==> src/rtl/int_alu_flags.sv <==
module int_alu_flags (
  input  logic [31:0] dst_i,
  input  logic [31:0] src_i,
  input  logic [1:0]  size_i,
  input  logic [2:0]  op_i,
  input  logic        cf_i,
  output logic [31:0] res_o,
  output logic        cf_o,
  output logic        pf_o,
  output logic        af_o,
  output logic        zf_o,
  output logic        sf_o,
  output logic        of_o,
  output logic [5:0]  flag_we_o
);

  localparam logic [2:0] OP_ADD = 3'd0;
  localparam logic [2:0] OP_ADC = 3'd1;
  localparam logic [2:0] OP_SUB = 3'd2;
  localparam logic [2:0] OP_SBB = 3'd3;
  localparam logic [2:0] OP_INC = 3'd4;
  localparam logic [2:0] OP_DEC = 3'd5;
  localparam logic [2:0] OP_NEG = 3'd6;

  logic [31:0] mask;
  logic [31:0] opa, opb;
  logic        cin, is_sub, valid;
  logic [32:0] sum;
  logic [31:0] xr, res;
  logic        cout, cmsb, msb;

  always_comb begin
    case (size_i)
      2'b00:   mask = 32'h0000_00FF;
      2'b01:   mask = 32'h0000_FFFF;
      default: mask = 32'hFFFF_FFFF;
    endcase
  end

  always_comb begin
    opa    = dst_i;
    opb    = src_i;
    cin    = 1'b0;
    is_sub = 1'b0;
    valid  = 1'b1;
    case (op_i)
      OP_ADD: ;
      OP_ADC: cin = cf_i;
      OP_SUB: begin opb = ~src_i; cin = 1'b1;   is_sub = 1'b1; end
      OP_SBB: begin opb = ~src_i; cin = ~cf_i;  is_sub = 1'b1; end
      OP_INC: begin opb = 32'd0;  cin = 1'b1; end
      OP_DEC: begin opb = ~32'd1; cin = 1'b1;   is_sub = 1'b1; end
      OP_NEG: begin opa = 32'd0;  opb = ~dst_i; cin = 1'b1; is_sub = 1'b1; end
      default: valid = 1'b0;
    endcase
  end

  assign sum = {1'b0, opa & mask} + {1'b0, opb & mask} + {32'd0, cin};
  assign res = sum[31:0] & mask;
  assign xr  = (opa & mask) ^ (opb & mask) ^ sum[31:0];

  always_comb begin
    case (size_i)
      2'b00:   begin cout = sum[8];  cmsb = xr[7];  msb = res[7];  end
      2'b01:   begin cout = sum[16]; cmsb = xr[15]; msb = res[15]; end
      default: begin cout = sum[32]; cmsb = xr[31]; msb = res[31]; end
    endcase
  end

  always_comb begin
    if (!valid)
      cf_o = 1'b0;
    else if (op_i == OP_INC || op_i == OP_DEC)
      cf_o = cf_i;
    else
      cf_o = cout ^ is_sub;
  end

  assign res_o     = valid ? res : 32'd0;
  assign of_o      = valid & (cout ^ cmsb);
  assign af_o      = valid & (xr[4] ^ is_sub);
  assign sf_o      = valid & msb;
  assign zf_o      = valid & (res == 32'd0);
  assign pf_o      = valid & ~(^res[7:0]);
  assign flag_we_o = !valid ? 6'h00 :
                     (op_i == OP_INC || op_i == OP_DEC) ? 6'h3E : 6'h3F;

endmodule


==> config.mk <==
export PLATFORM = sky130hd
export DESIGN_NAME = int_alu_flags
export DESIGN_NICKNAME = d
export VERILOG_FILES = /design/src/rtl/int_alu_flags.sv
export SDC_FILE = /design/constraint.sdc
export NUM_CORES = 1
export LEC_CHECK = 0
export BUFFER_PORTS_ARGS = -buffer_cell sky130_fd_sc_hd__buf_4
export CAP_MARGIN = 25
export CORE_MARGIN = 2
export CORE_UTILIZATION = 60
export DETAILED_ROUTE_END_ITERATION = 10
export GPL_TIMING_DRIVEN = 1
export PLACE_DENSITY = 0.95
export SYNTH_ARGS = -nofsm -noshare
export SYNTH_HDL_FRONTEND = slang
export SYNTH_SLANG_ARGS = --single-unit
==> constraint.sdc <==
create_clock -name vclk -period 17.2
set_input_delay 3.44 -clock vclk [all_inputs]
set_output_delay 3.44 -clock vclk [all_outputs]
set_load 0.005 [all_outputs]
Word-level counts from Yosys, hierarchy flattened
Cells that the tools add are included.
- register bits after elaboration: 0
- logic and storage cells: 49
- output and inout port bits: 44
- bitwise gates (word level): 17
- equal/unequal tests: 7
- add/sub/neg operators: 2
- reduce and logical (&&, ||, !) cells: 9
- mux-type cells: 14
- operators with widths (kind ; count):
    32-bit one-hot mux with 4 select lines ; 1
    32-bit bitwise AND ; 3
    32-bit two-way mux ; 2
    32-bit NOT ; 2
    32-bit one-hot mux with 2 select lines ; 1
    32-bit bitwise XOR ; 2
    32-bit by 32-bit adder with 33-bit output ; 1
    33-bit by 1-bit adder with 33-bit output ; 1
    32-bit zero test ; 1
    3-bit == test (second input constant) ; 3
    4-bit OR reduction ; 2
    8-bit parity ; 1
    7-bit OR reduction ; 1
    3-bit by 2-bit == test with 1-bit output (second input constant) ; 2
    6-bit two-way mux ; 1
    1-bit one-hot mux with 2 select lines ; 3
    1-bit bitwise AND ; 5
    1-bit two-way mux ; 5
    3-bit by 1-bit == test with 1-bit output (second input constant) ; 1
    3-bit zero test ; 1
    1-bit one-hot mux with 3 select lines ; 1
    1-bit bitwise XOR ; 3
    2-bit by 1-bit == test with 1-bit output (second input constant) ; 1
    2-bit zero test ; 1
    3 further kinds ; 4

Longest topological paths before layout
- depth after elaboration: 10
- mapped depth: 19

Worst setup path before layout
OpenSTA, ideal clock, no wires.
- path kind: input -> output
- start: input port op_i[1]
- end: output port zf_o
- path buffers: 3
- path slack: 6741 ps
- required time: 13760 ps
- stages: 15
- data arrival time: 7019 ps
- cells stage by stage: clkbuf_1 -> buf_1 -> xor2_1 -> o21ai_0 -> nor2_1 -> ha_1 -> buf_4 -> and4_1 -> a21o_1 -> nor4_1 -> a21oi_2 -> mux2i_1 -> a2111oi_0 -> a41oi_1 -> nor4bb_1
- word-level cells in the longest chain between the ends: 9
- elaborated cells on any way between the ends: 21
- RTL lines (what ; RTL line ; source):
    start: declaration ; 5 ; input logic [2:0] op_i,
    3-bit by 2-bit == test with 1-bit output ; 46 ; case (op_i)
    2-bit OR reduction (no line) ; n/a ;
    32-bit one-hot mux with 4 select lines ; 46 ;
    32-bit bitwise AND ; 58 ; assign sum = {1'b0, opa & mask} + {1'b0, opb & mask} + {32'd0, cin};
    32-bit by 32-bit adder with 33-bit output ; 58 ;
    33-bit by 1-bit adder with 33-bit output ; 58 ;
    32-bit bitwise AND ; 59 ; assign res = sum[31:0] & mask;
    32-bit zero test ; 83 ; assign zf_o = valid & (res == 32'd0);
    1-bit bitwise AND * ; 83 ;
    end: declaration ; 11 ; output logic zf_o,
Every way passes the cells marked *; elsewhere a longest branch is shown, timed or not.

Worst setup path in the final report
Same ends and word-level chain as after synthesis.

==> flow_summary.json <==
{
  "pwr_density_cell_nw_per_um2": 52.9,
  "coreArea_um2": 5990,
  "numPortBuffers": 114,
  "seq_cells": 0,
  "synth_top_area_share_pct": 11.7,
  "setup_tns_ps": 0,
  "max_freq_mhz": 82.6,
  "power.switching_uw": 131,
  "swShare_pct": 55.3,
  "grt_pass1_vias": 4484,
  "combPwrFrac_pct": 100.0,
  "slowest_stage": "buf_4",
  "hold_viol_final": 0,
  "drtPass1Iterations": 6,
  "end_kind": "output pin",
  "area_growth_pct": 19.9,
  "cp_max_fo": 39,
  "n_fill_cell": 499,
  "pin_count": 114,
  "pwr-share-seq_pct": 0,
  "cp_top_family": "compound AO/OA/AOI/OAI gates",
  "worstMarginPinSlew_ps": 1020,
  "syn_area_um2": 3750,
  "synth_most_common_cell": "nor2_1",
  "vias": 4972,
  "vias_per_cell": 6.76,
  "fin_crit_ps": 12110,
  "cts_resized": 0,
  "start_util_pct": 62.6,
  "n_antenna_cell": 0,
  "clkbuf_count": 0,
  "setup_viol": 0,
  "setup.worst_path.class": "input pin to output pin",
  "antenna_found_initial": 0,
  "setup_ws_ps": 5090,
  "routed_wirelength_um": 13100,
  "slowest_delay_ps": 460,
  "hpwlAfterDp_um": 10400,
  "grt_remaining_overflow": 0,
  "synthTopCellsByCount": "82 x nor2_1, 78 x o21ai_0, 39 x xor2_1, 36 x nand2_1, 35 x ha_1",
  "die_area_um2": 6890,
  "ir_drop_uv": 41.9,
  "yosys.area.top_type": "ha_1",
  "p_leak_nw": 2.10,
  "die_h_um": 83.0,
  "final_antenna_net_count": 0,
  "rsz0062_at_grt": "false",
  "ys_types": 64,
  "postLayoutCoreUtil_pct": 75.0,
  "arrival_ps": 8670,
  "drcViolationCount": 0,
  "drive_gt1_share_pct": 19.5,
  "place_inst": 735,
  "pre_cts_ws_ps": 5310,
  "fin_hold_ws_ps": 7270,
  "track_usage_pct": 35.8,
  "synth_fp_nets": 701,
  "internal-power_uw": 106,
  "grt_pass1_wl_um": 21400,
  "cts_setup_buffers": 0,
  "routedWlPerCell_um": 17.9,
  "fin_cells": 736,
  "grt_max_degree": 72,
  "drt-initial-drc-count": 665,
  "maxSlewViolCount": 0,
  "die_x_um": 83.0,
  "synthCells": 594,
  "cap_violations": 0,
  "fin_nets": 770,
  "avgSynthCellArea_um2": 6.31,
  "cts_hold_buffers": 0,
  "synth-seq-area-share_pct": 0,
  "synthTopCellsByArea": "ha_1 12%, o21ai_0 10%, xor2_1 9.1%",
  "outcome": "completed",
  "hold_class": "input pin to output pin",
  "path_buf_inv": 3,
  "slew_headroom_pct": 32.2,
  "p_clk_share_pct": 0,
  "rows": 28,
  "crit_required_ps": 13760,
  "path_cells": "buf_4, inv_1, nor2_1, nand2_1, and2_1, ha_1, a21o_1, a31oi_1, a21boi_0, o21ai_0, nand2b_1, xnor2_1, ha_1, nand4_1, nor2_1, o21ai_0, a211oi_1, o2111ai_1, nor4bb_1, buf_4",
  "period_share_pct": 70.4,
  "gp_congestion": 1.01,
  "ys_warn_count": 0,
  "cp-start-kind": "input pin",
  "regArea_um2": 0
}
## power groups by stage
stage | sequential (mW) | combinational (mW) | clock [mW]
global route | 0 | 0.257 | 0
finish | 0 | 0.237 | 0
detailed placement | 0 | 0.230 | 0
floorplan | 0 | 0.146 | 0
CTS | 0 | 0.232 | 0
global placement | 0 | 0.225 | 0
## cells by family (layout without fill, tap and decap cells)
family | Yosys count | count (layout) | share of synthesized area [%]
XOR/XNOR | 61 | 61 | 14.3
buffers and inverters | 63 | 130 | 7.15
adder cells (fa/ha/maj) | 37 | 37 | 12.8
multiplexers | 4 | 4 | 1.14
AND/OR/NAND/NOR | 219 | 219 | 28.6
AO/OA/AOI/OAI | 210 | 210 | 36.1
## worst paths after layout
check	endpoint	from	cells after the start
setup / recovery	zf_o	op_i[1]	20
hold / removal	cf_o	cf_i	4
## per-layer routing
layer	GRT usage, %	vias to the layer above	share of wire (%)
li1	-	2301	-
met1	51.4	2255	42
met2	57.2	376	44
met3	4.37	40	12
met4	7.60	0	2.2
met5	0	-	0
## layout make-up
cell class,count,area [um^2],area share (%)
Inverter,14,52.6,1.17
Multi-Input combinational cell,531,3480,77.4
Tap cell,75,93.8,2.09
Timing Repair Buffer,116,867,19.3
## worst min-delay path: cells and delay by family
family	cells	cell delay [ps]
buffers and inverters	2	250
AND/OR/NAND/NOR	1	100
AO/OA/AOI/OAI	1	50
## through the flow
step	power (mW)	instance area (um^2)
final	0.237	4490
after CTS	0.232	4490
after floorplan	0.146	3750
after detailed placement	0.230	4490
after global routing	0.257	4490
after global placement	0.225	4490
## layout by cell type, fill, tap and decap left out, types with 3 or more instances in the layout
cell       synthesis  final
a31oi_1            5      5
o21bai_1           4      4
nand4_1            8      8
inv_1             14     14
xnor2_1           22     22
o311ai_0           3      3
a211oi_1           6      6
and3_1            28     28
o2111ai_1          4      4
o221ai_1           6      6
a2111oi_0          3      3
o22a_1             3      3
nand2_1           36     36
a22oi_1            3      3
nand3_1            7      7
nor2b_1            9      9
o21a_1             3      3
o21ai_0           78     78
o211ai_1          25     25
a21o_1             8      8
o31ai_1            3      3
nor3_1            11     11
xor2_1            39     39
a21oi_1           33     33
nand2b_1           6      6
nor2_1            82     82
and2_1            17     17
ha_1              35     35
buf_4              6    115
(Power assumes the default switching activity.)
